`config.mk`:
```
export PLATFORM = sky130hd
export DESIGN_NAME = turboClkSel
export DESIGN_NICKNAME = d
export VERILOG_FILES = /design/src/rtl/turboClkPkg.sv /design/src/rtl/modeCtrl.sv /design/src/rtl/rateGen.sv /design/src/rtl/turboClkSel.sv
export SDC_FILE = /design/constraint.sdc
export NUM_CORES = 1
export LEC_CHECK = 0
export BUFFER_PORTS_ARGS = -buffer_cell sky130_fd_sc_hd__buf_2
export CAP_MARGIN = 5
export CORE_AREA = 4 4 41 43
export CTS_CLUSTER_SIZE = 14
export DETAILED_ROUTE_END_ITERATION = 8
export DIE_AREA = 0 0 45 47
export PLACE_DENSITY = 0.47
export SLEW_MARGIN = 25
export SYNTH_ARGS = -nofsm -noshare
export SYNTH_HDL_FRONTEND = slang
export SYNTH_SLANG_ARGS = --single-unit
```
`constraint.sdc`:
```
create_clock -name clk -period 0.95 [get_ports clk]
set_clock_uncertainty 0.2 [all_clocks]
set_input_delay 0.0475 -clock clk [delete_from_list [all_inputs] [get_ports clk]]
set_output_delay 0.0475 -clock clk [all_outputs]
set_load 0.02 [all_outputs]
```
`src/rtl/turboClkPkg.sv`:
```
package turboClkPkg;
  // Request from mode control to the rate datapath.
  typedef struct packed {
    logic wantFull;   // mode currently selected (forces applied)
  } modeReq_t;
endpackage

```
`src/rtl/modeCtrl.sv`:
```
module modeCtrl
  import turboClkPkg::*;
#(
  parameter int SYNC_STAGES = 2
) (
  input  logic     clk,
  input  logic     rstN,
  input  logic     btnPulse,
  input  logic     forceFullN,
  input  logic     forceHalfN,
  output logic     selHalfN,
  output logic     selFullN,
  output logic     illegalForce,
  output modeReq_t req
);
  localparam int LAST = SYNC_STAGES - 1;

  logic [LAST:0] syncQ;
  logic          prevQ;
  logic          modeQ;
  logic          btnRise;
  logic          halfAct;
  logic          fullAct;
  logic          modeNow;

  // Button synchronizer chain.
  generate
    if (SYNC_STAGES == 1) begin : gSync1
      always_ff @(posedge clk or negedge rstN) begin
        if (!rstN) syncQ <= '0;
        else       syncQ <= btnPulse;
      end
    end else begin : gSyncN
      always_ff @(posedge clk or negedge rstN) begin
        if (!rstN) syncQ <= '0;
        else       syncQ <= {syncQ[LAST-1:0], btnPulse};
      end
    end
  endgenerate

  always_ff @(posedge clk or negedge rstN) begin
    if (!rstN) prevQ <= 1'b0;
    else       prevQ <= syncQ[LAST];
  end

  assign btnRise = syncQ[LAST] & ~prevQ;

  // Reset acts like the half-rate force; half-rate force wins on conflict.
  assign halfAct = ~forceHalfN | ~rstN;
  assign fullAct = ~forceFullN;

  always_ff @(posedge clk or negedge rstN) begin
    if (!rstN)          modeQ <= 1'b0;
    else if (halfAct)   modeQ <= 1'b0;
    else if (fullAct)   modeQ <= 1'b1;
    else if (btnRise)   modeQ <= ~modeQ;
  end

  // Level overrides show through immediately.
  always_comb begin
    if (halfAct)      modeNow = 1'b0;
    else if (fullAct) modeNow = 1'b1;
    else              modeNow = modeQ;
  end

  assign selFullN     = ~modeNow;
  assign selHalfN     = modeNow;
  assign illegalForce = ~forceFullN & ~forceHalfN;
  assign req.wantFull = modeNow;
endmodule

```
`src/rtl/rateGen.sv`:
```
module rateGen
  import turboClkPkg::*;
(
  input  logic     clk,
  input  logic     rstN,
  input  modeReq_t req,
  output logic     halfClk,
  output logic     cpuEn
);
  logic halfQ;
  logic fullApplied;

  // Free-running divide-by-2.
  always_ff @(posedge clk or negedge rstN) begin
    if (!rstN) halfQ <= 1'b0;
    else       halfQ <= ~halfQ;
  end

  // Rate is adopted only at the end of a half-rate period.
  always_ff @(posedge clk or negedge rstN) begin
    if (!rstN)      fullApplied <= 1'b0;
    else if (halfQ) fullApplied <= req.wantFull;
  end

  assign halfClk = halfQ;
  assign cpuEn   = fullApplied | halfQ;
endmodule

```
`src/rtl/turboClkSel.sv`:
```
module turboClkSel
  import turboClkPkg::*;
#(
  parameter int SYNC_STAGES = 2
) (
  input  logic clk,
  input  logic rstN,
  input  logic btnPulse,
  input  logic forceFullN,
  input  logic forceHalfN,
  output logic selHalfN,
  output logic selFullN,
  output logic illegalForce,
  output logic halfClk,
  output logic cpuEn
);
  modeReq_t req;

  modeCtrl #(.SYNC_STAGES(SYNC_STAGES)) uCtrl (
    .clk(clk), .rstN(rstN), .btnPulse(btnPulse),
    .forceFullN(forceFullN), .forceHalfN(forceHalfN),
    .selHalfN(selHalfN), .selFullN(selFullN),
    .illegalForce(illegalForce), .req(req)
  );

  rateGen uRate (
    .clk(clk), .rstN(rstN), .req(req),
    .halfClk(halfClk), .cpuEn(cpuEn)
  );
endmodule

```
* Word level (Yosys, flattened, before mapping)
Cells that the tools add are included.
Widths: inputs -> output; s select.
** Word-level totals
- Output and inout bits :: 5
- Input port bits :: 5
- Word-level logic and storage cells :: 22
- Flip-flop bits (word level) :: 6
** Cells by class
- Equality and inequality tests :: 1
- Bitwise logic cells :: 11
- Multiplexer cells :: 5
** Operators by type and width (number)
- $not 1->1 :: 7
- $mux 1 :: 5
- $ne 3x1->1 const B :: 1
- $and 1x1->1 :: 2
- $or 1x1->1 :: 2

* Logic depth before layout (Yosys ltp)
Gate-level depths: netlist (run 1).
- Depth in word-level cells :: 5
- Gate-level depth with buffers :: 2
- Gate-level depth less buffers :: 2

* By module
From an unflattened synthesis (run 1), not the netlist that was laid out.
** Unflattened totals
- Cell total of the unflattened synthesis :: 18
- Area total of the unflattened synthesis :: 242.7 um2
** By module, submodules not included
- modeCtrl :: cells each 13, sequential area each 100.1 um2, instances 1, area an instance 167.7 um2
- rateGen :: cells each 5, sequential area each 50.0 um2, instances 1, area an instance 75.1 um2

* Least setup slack after synthesis (run 1)
No wires, ideal clock.
- Path kind :: register to output
- Start point :: reg uRate.halfQ (netlist: uRate.halfClk)
- End point :: out cpuEn
- Stages on the path, launching flop included :: 2
- Data required time :: 0.702 ns
- Buffers on the path :: 0
- Arrival :: 0.821 ns
- Slack :: -0.119 ns
- Cells stage by stage :: dfrtp_1 or2_2
** Between the ends
- Longest elaborated chain between the ends :: 1
** RTL lines
- start: declaration :: line rateGen.sv:10 : logic halfQ;
- start signal: assignment :: line rateGen.sv:16 : else halfQ <= ~halfQ;
- $or 1x1->1 :: line rateGen.sv:26 : assign cpuEn = fullApplied | halfQ;
- end: declaration :: line turboClkSel.sv:15 : output logic cpuEn
Every way passes these cells.

* Worst setup path after layout (run 1)
- Start point :: reg uCtrl.modeQ
- End point :: out selFullN
** Between the ends
- Longest elaborated chain between the ends :: 3
** RTL lines
- start: declaration :: line modeCtrl.sv:20 : logic modeQ;
- start signal: assignment :: line modeCtrl.sv:56 : else if (btnRise) modeQ <= ~modeQ;
- $mux 1 :: line modeCtrl.sv:62 : else if (fullAct) modeNow = 1'b1;
- $mux 1 :: line modeCtrl.sv:61 : if (halfAct) modeNow = 1'b0;
- $not 1->1 :: line modeCtrl.sv:66 : assign selFullN = ~modeNow;
- end: declaration :: line turboClkSel.sv:12 : output logic selFullN,
Every way passes these cells.

==> metrics.yaml, run 1 <==
sta:
  finalSetupViolCount: 6
  slew_viol_final: 0
  min_period_ps: 1290
  relSlewSlack_pct: 81.0
  max_freq_mhz: 774
  layout_setup_ws_ps: -342
  worst_slew_pin_slew_ps: 284
  fin_crit_sh_pct: 136
  rsz0062_at_grt: "true"
  hold_viol: 2
  hold_slack_ps: -64.6
worst_setup_path:
  r2r-end: "uCtrl.modeQ"
  cp.arrival_ps: 1040
  path_max_fanout: 3
  timing_worst_setup_path_type: "register to output port"
  r2r_start: "uCtrl.modeQ"
  reg2reg_depth: 4
  crit_path_end_kind: "output port"
  reg2reg_slack_ps: -210
  cp_data_required_time_ps: 700
  start_kind: "register"
layout:
  drive_above_1_share_pct: 64.1
  syn_to_final_growth_pct: 84.5
  finalNonFillerCells: 54
  n_antenna_cell: 0
  fin_util_pct: 33.2
  final_nets: 45
logic_synthesis:
  avgSynthCellArea_um2: 13.0
  synth.yosys.seq_area_share_pct: 64.2
  synthesis.nets: 23
  netlist.area_leader.share_pct: 64.2
  ys_seq_elements: 6
  ys_types: 10
  ys_warn_count: 0
  synth_area_leader_cell: "dfrtp_1"
  synth_cells: 18
  synth_area_um2: 234
  synthTopCellsByArea: "dfrtp_1 (64%), nor2b_4 (5.9%), a211oi_2 (5.3%)"
drt:
  drc: 0
  totalWireLength_um: 580
  drtPass1Iterations: 3
  vias: 212
  routed_via_density: 3.93
  drtIter0Drc: 7
  wire_per_inst_um: 10.7
  antenna_left: 0
grt:
  overflow: 0
  grt_pass1_vias: 235
  grt_pass1_wl_um: 945
  grt.total_usage_pct: 6.92
  antenna_found_initial: 0
  grt_max_degree: 7
pwr:
  ir_drop_mv: 0.839
  p_per_area_nw_per_um2: 1420
  p_leak_uw: 0.000220
  power_uw: 614
min_path:
  worstHoldPathCells: 3
  holdPathEnd: "uCtrl.modeQ"
  hold_path_class: "input port to register"
  hp-start: "forceHalfN"
floorplan:
  placementRows: 13
  pin_count: 10
  die_h_um: 47
  die_area_um2: 2120
  core_area_um2: 1300
  start_util_pct: 18.0
  die_x_um: 45
cts:
  cts_htree_levels: 1
  clk_path_buf_depth: 2
  cts_tree: "built"
  clkSinkCount: 6
  clk_latency_ps: 250
  root_buffer: "clkbuf_4"
  clk_pin_slew_ps: 60
  cts_inserted_buffers: 3
  ctsHoldBuffers: 2
placed_design:
  port-buffer-count: 9
  routabilityCongestion: 0.791
  pre_cts_slack_ps: -116
  dp.cells: 44
flow_run:
  maxCapViolCount: 0
status:
  violations: "hold timing, setup timing"
  status: "finished, violations left"
what timing repair did:
| action | 4_1_cts | 5_1_grt |
|---|---|---|
| setup buffers | 3 | 1 |
| endpoints found under the setup margin | 6 | 7 |
| gates resized for setup | 9 | 2 |
| gates cloned | 0 | 0 |
| hold endpoints to repair | 9 | 2 |
| pin swaps | 1 | 3 |
worst max-delay path: stages, from the launching register on:
cell and delay (ps):
dfrtp_1 380, nor2b_4 60, or2_4 220, buf_6 130
routing by layer:
layer  GRT usage, %  up-vias  part of all wire, %
met5              0        -                    0
met4           3.51        0                    0
met3           4.60        0                  8.3
met2           12.7        8                   57
met1           5.57       99                   34
li1               -      105                    -
sequential cells by signal, summed over array words and instances, names as in the netlist:
register	cells
uRate.fullApplied	1
uCtrl.syncQ	2
uCtrl.prevQ	1
uCtrl.modeQ	1
uRate.halfClk	1
worst max path at each step:
stage,slack (ps),endpoint,from,depth (start not counted)
global route,-390,selFullN,uCtrl.modeQ,3
floorplan,-50,uCtrl.modeQ,uCtrl.modeQ,2
finish,-340,selFullN,uCtrl.modeQ,3
CTS,-360,selFullN,uCtrl.modeQ,3
detailed placement,-120,selFullN,uCtrl.modeQ,3
global placement,-100,selFullN,uCtrl.modeQ,3
stage by stage:
| stage | instance area, um2 | TNS (ps) |
|---|---|---|
| 6_report | 432 | -1580 |
| 5_1_grt | 432 | -1840 |
| 4_1_cts | 422 | -1480 |
| 3_5_place_dp | 319 | -400 |
| 3_3_place_gp | 319 | -315 |
| 2_1_floorplan | 240 | -74.0 |
final cells by class:
| cell class | instances | area (um2) |
|---|---|---|
| clock buffers | 4 | 26.3 |
| fillers | 142 | 870 |
| inverters | 1 | 3.75 |
| multi-input cells | 11 | 92.6 |
| flip-flops and latches | 6 | 151 |
| well taps | 15 | 18.8 |
| repair buffers | 17 | 139 |
logic make-up after synthesis:
group	count (synthesis)	share of synthesized area, %
AND/OR/NAND/NOR	9	25.7
flip-flops	6	64.2
AO/OA/AOI/OAI	2	8.56
buffers and inverters	1	1.60
synth_stat cells (all sizes together):
cell and n:
a211oi 1, nand2b 2, or2 2, dfrtp 6, o31ai 1, nor2b 1, and4b 1, inv 1
nand2 1, nor2 2
cells in the final DEF, fill, tap and decap left out, drive strengths merged:
cell type / netlist / layout
buf: 0 / 15
dfrtp: 6 / 6
clkbuf: 0 / 4
nor2: 2 / 2
or2: 2 / 2
dlygate4sd3: 0 / 2
nand2b: 2 / 2
nand2: 1 / 1
nor2b: 1 / 1
inv: 1 / 1
o31ai: 1 / 1
and4b: 1 / 1
a211oi: 1 / 1
report_power, final:
| part | leakage [uW] | total [uW] | internal, uW | switching [uW] |
|---|---|---|---|---|
| registers | 0.0000705 | 275 | 267 | 7.51 |
| logic | 0.000134 | 78.8 | 44.3 | 34.5 |
| clock network | 0.0000150 | 261 | 160 | 101 |
(Power assumes the default switching activity.)
==> run 2: changes to the inputs <==
--- a/config.mk
+++ b/config.mk
@@ -5,6 +5,7 @@
 export SDC_FILE = /design/constraint.sdc
 export NUM_CORES = 1
 export LEC_CHECK = 0
+export ABC_AREA = 1
 export BUFFER_PORTS_ARGS = -buffer_cell sky130_fd_sc_hd__buf_2
 export CAP_MARGIN = 5
 export CORE_AREA = 4 4 41 43
==> constraint.sdc (replaced) <==
create_clock -name clk -period 0.95 [get_ports clk]
set_clock_uncertainty 0.2 [all_clocks]
set_input_delay 0.19 -clock clk [delete_from_list [all_inputs] [get_ports clk]]
set_output_delay 0.19 -clock clk [all_outputs]
set_load 0.02 [all_outputs]
==> run 2 against run 1 <==
The flow finishes with violations (setup timing). Hold slack gained 150 ps. First-iteration DRC count shrank 71%. Maximum frequency fell by 7.5%. Sequential share of layout area is 1.6 points lower. Die area is the same. Core utilization grew 1.6 points. Critical path type unchanged. Largest cell class unchanged.
==> metrics.yaml, run 2 <==
sta:
  layout_setup_ws_ps: -446  # was -342 ps
  min_period_ps: 1400  # was 1290 ps
  fin_crit_sh_pct: 147  # was 136%
  relSlewSlack_pct: 91.1  # was 81.0%
  setup_tns_ps: -1790  # was -1580 ps
  rsz0062_at_grt: "true"  # unchanged
  max_freq_mhz: 716  # was 774 MHz
  hold_viol: 0  # was 2
  finalSetupViolCount: 7  # was 6
  worst_slew_pin_slew_ps: 134  # was 284 ps
  slew_viol_final: 0  # unchanged
placed_design:
  port-buffer-count: 9  # unchanged
  hpwlAfterDp_um: 374
  routabilityCongestion: 0.607  # was 0.791
  placed_area_um2: 337  # was 319 um2
grt:
  grt_max_degree: 7  # unchanged
  grt.total_usage_pct: 6.52  # was 6.92%
  grt_pass1_vias: 234  # was 235
  grt_pass1_wl_um: 959  # was 945 um
  overflow: 0  # unchanged
  antenna_found_initial: 0  # unchanged
cts:
  clkSinkCount: 6  # unchanged
  cts_tree: "built"  # unchanged
  clk_pin_slew_ps: 50  # was 60 ps
  clk_latency_ps: 250  # about the same
  cts_inserted_buffers: 3  # unchanged
  root_buffer: "clkbuf_4"  # unchanged
  cts_htree_levels: 1  # unchanged
  clk_path_buf_depth: 2  # unchanged
floorplan:
  die_x_um: 45  # unchanged
  placementRows: 13  # unchanged
  start_util_pct: 17.8  # was 18.0%
  die_area_um2: 2120  # unchanged
  die_h_um: 47  # unchanged
  core_area_um2: 1300  # unchanged
  pin_count: 10  # unchanged
flow_run:
  maxCapViolCount: 0  # unchanged
pwr:
  internal-power_uw: 480  # was 471 uW
  ir_drop_mv: 0.536  # was 0.839 mV
  p_seq_share_pct: 43.3  # was 44.7%
  p_clk_share_pct: 41.1  # was 42.5%
  p_leak_uw: 0.000228  # was 0.000220 uW
  p_per_area_nw_per_um2: 1390  # was 1420 nW/um2
  swShare_pct: 24.0  # was 23.3%
  switchingPower_uw: 151  # was 143 uW
  combPwrFrac_pct: 15.5  # was 12.8%
drt:
  totalWireLength_um: 546  # was 580 um
  antenna_left: 0  # unchanged
  drc: 0  # unchanged
  wire_per_inst_um: 9.10  # was 10.7 um
  vias: 232  # was 212
  drtIter0Drc: 2  # was 7
  routed_via_density: 3.87  # was 3.93
  drtPass1Iterations: 2  # was 3
worst_setup_path:
  reg2reg_slack_ps: -130  # was -210 ps
  critPathBufInv: 1  # unchanged
  crit_path_top_delay_cell: "dfrtp_1"  # unchanged
  cp_data_required_time_ps: 560  # was 700 ps
  cp_cell_sequence: "or2_4 > buf_6"  # was nor2b_4 > or2_4 > buf_6
  cpPeakStageDelay_ps: 380  # about the same
  cp_top_family: "flip-flops"  # unchanged
  crit_path_end_kind: "output port"  # unchanged
  path_max_fanout: 2  # was 3
  timing_worst_setup_path_type: "register to output port"  # unchanged
  start_kind: "register"  # unchanged
  cp.arrival_ps: 1010  # was 1040 ps
logic_synthesis:
  synth_cells: 25  # was 18
  ys_types: 9  # was 10
  netlist.area_leader.share_pct: 64.9  # was 64.2%
  synth_most_common_cell: "nand2_1"  # was dfrtp_1
  ys_async_sr_fraction_pct: 100  # unchanged
  synth_area_leader_cell: "dfrtp_1"  # unchanged
  synthFlopType: "dfrtp_1"  # unchanged
  synthTopCellsByCount: "nand2_1 (7), dfrtp_1 (6), inv_1 (4)"  # was dfrtp_1 (6), nand2b_1 (2), nor2_1 (2), or2_2 (2)
  synth-edff-count: 0  # unchanged
  synth_area_um2: 231  # was 234 um2
  synthesis.nets: 30  # was 23
  synthTopCellsByArea: "dfrtp_1 (65%), nand2_1 (11%), inv_1 (6.5%)"  # was dfrtp_1 (64%), nor2b_4 (5.9%), a211oi_2 (5.3%)
  ys_seq_elements: 6  # unchanged
  ys_warn_count: 0  # unchanged
  avgSynthCellArea_um2: 9.26  # was 13.0 um2
  synth.yosys.seq_area_share_pct: 64.9  # was 64.2%
layout:
  syn_to_final_growth_pct: 95.7  # was 84.5%
  largest-register: "uCtrl.syncQ"  # unchanged
  final_cell_mix: "buf_6 (9), nand2_1 (6), dfrtp_1 (5)"  # was buf_2 (5), buf_6 (5), buf_4 (5), dfrtp_1 (5), clkbuf_4 (3)
  final_nets: 51  # was 45
  final_area_um2: 453  # was 432 um2
  drive_above_1_share_pct: 57.8  # was 64.1%
  layout_commonest_cell: "buf_6"
  n_antenna_cell: 0  # unchanged
  largest_reg_flops: 2  # unchanged
status:
  violations: "setup timing"  # was hold timing, setup timing
  status: "finished, violations left"  # unchanged
min_path:
  hold_path_class: "input port to register"  # unchanged
-- run 2: per-stage QoR --
stage                     total power, uW  hold slack (ps)  std cells  setup slack (ps)  util [%]
after global routing                  671              104         60              -475      34.8
final                                 631             89.5         60              -446      34.8
after floorplan                       307             -306         25              -151         -
after global placement                345            -69.8         53              -205      25.9
after CTS                             637             86.1         60              -453      34.3
after detailed placement              346            -72.7         53              -219      25.9
-- run 2: final cells by class --
cell class	count	area [um2]
Fill cell	140	848
Timing Repair Buffer	16	151
Tap cell	15	18.8
Multi-Input combinational cell	15	90.1
Sequential cell	6	151
Inverter	4	15.0
Clock buffer	4	26.3
-- run 2: worst min-delay path, cell delays in order --
cell and delay [ps]:
buf_6 70, buf_6 100, a21oi_2 50, nand2_1 50
nand2_1 50
-- run 2: power groups by stage --
stage | combinational [uW] | sequential, uW | clock (uW)
6_report | 98.1 | 273 | 260
5_1_grt | 107 | 274 | 290
4_1_cts | 96.5 | 273 | 268
3_5_place_dp | 69.3 | 277 | 0
3_3_place_gp | 69.2 | 276 | 0
2_1_floorplan | 30.6 | 276 | 0
-- run 2: cell families (layout without fill, tap and decap cells) --
family,count (synthesis),in the layout,synth area share (%)
AOI/OAI and AO/OA,1,1,2.16
buffers and inverters,4,24,6.48
and+or+nand+nor,14,14,26.5
DFF,6,6,64.9
-- run 2: metal layers --
metal | vias up | GRT usage, % | share of wire (%)
li1 | 114 | - | -
met4 | 0 | 5.26 | 0
met5 | - | 0 | 0
met1 | 109 | 7.42 | 40
met3 | 0 | 3.45 | 12
met2 | 9 | 9.04 | 48
-- run 2: what timing repair did --
action / in CTS / in global routing
buffers inserted: 2 / 0
setup endpoints to repair: 7 / 7
hold endpoints to repair: 7 / 0
hold buffers: 2 / 0
resized for setup: 16 / 2
pin swaps: 3 / 4
-- run 2: final timing paths --
path	to	from	cells after the start
worst max-delay path	cpuEn	uRate.fullApplied	2
worst min-delay path	uCtrl.modeQ	forceFullN	5
min in group asynchronous	uRate.halfClk	rstN	3
max in group asynchronous	uRate.halfClk	rstN	3
worst max register to register	uRate.fullApplied	uCtrl.modeQ	5
worst min register to register	uCtrl.syncQ[1]	uCtrl.syncQ[0]	0
==> run 3: changes to the inputs <==
--- a/config.mk
+++ b/config.mk
@@ -12,7 +12,7 @@
 export CTS_CLUSTER_SIZE = 14
 export DETAILED_ROUTE_END_ITERATION = 8
 export DIE_AREA = 0 0 45 47
-export PLACE_DENSITY = 0.47
+export PLACE_DENSITY = 0.48
 export SLEW_MARGIN = 25
 export SYNTH_ARGS = -nofsm -noshare
 export SYNTH_HDL_FRONTEND = slang
==> run 3 against run 2 <==
The flow still finishes with violations (setup timing). First-iteration DRC count is the same. Routed wire length grew 2.2%. Sequential power hardly changed. Critical endpoint unchanged. Highest routed layer unchanged.
==> metrics.yaml, run 3 (same netlist as run 2, synthesis figures left out) <==
worst_setup_path:
  r2r_start: "uCtrl.modeQ"  # unchanged
  reg2reg_depth: 5  # unchanged
  start_kind: "register"  # unchanged
  cp.arrival_ps: 1000  # was 1010 ps
  path_max_fanout: 2  # unchanged
  timing_worst_setup_path_type: "register to output port"  # unchanged
  reg2reg_slack_ps: -150  # was -130 ps
  r2r-end: "uCtrl.modeQ"  # was uRate.fullApplied
  crit_path_end_kind: "output port"  # unchanged
  cp_data_required_time_ps: 560  # about the same
grt:
  overflow: 0  # unchanged
  antenna_found_initial: 0  # unchanged
  grt_pass1_wl_mm: 1.02  # was 959 um
  grt_pass1_vias: 267  # was 234
  grt_max_degree: 7  # unchanged
  grt.total_usage_pct: 6.93  # was 6.52%
sta:
  slew_viol_final: 0  # unchanged
  min_period_ps: 1390  # was 1400 ps
  relSlewSlack_pct: 91.2  # was 91.1%
  hold_viol: 0  # unchanged
  worst_slew_pin_slew_ps: 132  # was 134 ps
  layout_setup_ws_ps: -437  # was -446 ps
  rsz0062_at_grt: "true"  # unchanged
  max_freq_mhz: 721  # was 716 MHz
  fin_crit_sh_pct: 146  # was 147%
  finalSetupViolCount: 7  # unchanged
layout:
  largest-register: "uCtrl.syncQ"  # unchanged
  drive_above_1_share_pct: 61.7  # was 57.8%
  final_area_um2: 472  # was 453 um2
  syn_to_final_growth_pct: 104  # was 95.7%
  final_nets: 53  # was 51
  n_antenna_cell: 0  # unchanged
  final_cell_mix: "buf_6 (8), nand2_1 (5), buf_4 (5), dfrtp_1 (5)"  # was buf_6 (9), nand2_1 (6), dfrtp_1 (5)
  fillers: 150  # was 140
  largest_reg_flops: 2  # unchanged
  layout_commonest_cell: "buf_6"  # unchanged
drt:
  wire_per_inst_um: 9.00  # was 9.10 um
  drtPass1Iterations: 2  # unchanged
  drtIter0Drc: 2  # unchanged
  antenna_left: 0  # unchanged
  totalWireLength_um: 558  # was 546 um
  routed_via_density: 3.73  # was 3.87
  drc: 0  # unchanged
  vias: 231  # was 232
cts:
  cts_tree: "built"  # unchanged
  cts_htree_levels: 1  # unchanged
  clk_pin_slew_ps: 50  # about the same
  clkSinkCount: 6  # unchanged
  clk_path_buf_depth: 2  # unchanged
  root_buffer: "clkbuf_4"  # unchanged
  cts_inserted_buffers: 3  # unchanged
  clk_latency_ps: 240  # was 250 ps
flow_run:
  maxCapViolCount: 0  # unchanged
pwr:
  p_leak_uw: 0.000239  # was 0.000228 uW
  p_per_area_nw_per_um2: 1350  # was 1390 nW/um2
  ir_drop_mv: 0.668  # was 0.536 mV
  power_uw: 636  # was 631 uW
placed_design:
  routabilityCongestion: 0.578  # was 0.607
  port-buffer-count: 9  # unchanged
  placed_area_um2: 344  # was 337 um2
  pre_cts_slack_ps: -191  # was -219 ps
  hpwlAfterDp_um: 372  # was 374 um
floorplan:
  die_x_um: 45  # unchanged
  core_area_um2: 1300  # unchanged
  start_util_pct: 17.8  # unchanged
  die_h_um: 47  # unchanged
  pin_count: 10  # unchanged
  placementRows: 13  # unchanged
  die_area_um2: 2120  # unchanged
status:
  status: "finished, violations left"  # unchanged
  violations: "setup timing"  # unchanged
min_path:
  holdPathEnd: "uCtrl.modeQ"  # unchanged
  hp-start: "forceFullN"  # unchanged
  worstHoldPathCells: 5  # unchanged
  hold_path_class: "input port to register"  # unchanged
run 3: area by class of cell:
cell class | count | area (um2) | share of cell area, %
clock buffer | 4 | 26.3 | 5.57
tap | 15 | 18.8 | 3.98
multi-input combinational | 15 | 97.6 | 20.7
inverter | 4 | 15.0 | 3.18
sequential | 6 | 151 | 32.1
timing repair buffer | 18 | 163 | 34.5
run 3: timing repair:
item                       CTS  global route
hold endpoints to repair     7             0
resized for setup           14             6
pin swaps                    3             4
hold buffers                 2             0
setup endpoints to repair    7             7
setup buffers                3             1
run 3: routing by layer:
metal,global-route usage [%],wire length [um]
met4,7.02,0
met1,8.39,258
met3,1.15,42
met5,0,0
met2,10.2,257
run 3: worst max-delay path by stage:
stage / slack [ps] / depth (start not counted) / startpoint / endpoint
final: -440 / 2 / uRate.halfClk / cpuEn
after global routing: -470 / 2 / uRate.halfClk / cpuEn
after CTS: -450 / 2 / uRate.halfClk / cpuEn
after detailed placement: -190 / 2 / uRate.halfClk / cpuEn
after global placement: -190 / 2 / uRate.fullApplied / cpuEn
after floorplan: -150 / 1 / uRate.halfClk / cpuEn
run 3: worst max-delay path: stages (launching register included):
cell and delay, ps:
dfrtp_2 390, or2_4 230, buf_6 130
run 3: through the flow:
stage | utilization (%) | setup TNS [ps] | hold slack [ps] | instances
floorplan | - | -340 | -306 | 25
global placement | 26.4 | -950 | -81.3 | 54
detailed placement | 26.4 | -939 | -78.3 | 54
CTS | 34.9 | -2040 | 118 | 62
global route | 36.3 | -2200 | 165 | 62
finish | 36.3 | -1910 | 137 | 62
run 3: report_power, final:
part           internal (uW)  leakage [uW]  switching [uW]
combinational           57.5      0.000153            48.0
clock                    160     0.0000150            98.4
sequential               268     0.0000702            4.84
total                    485      0.000239             151
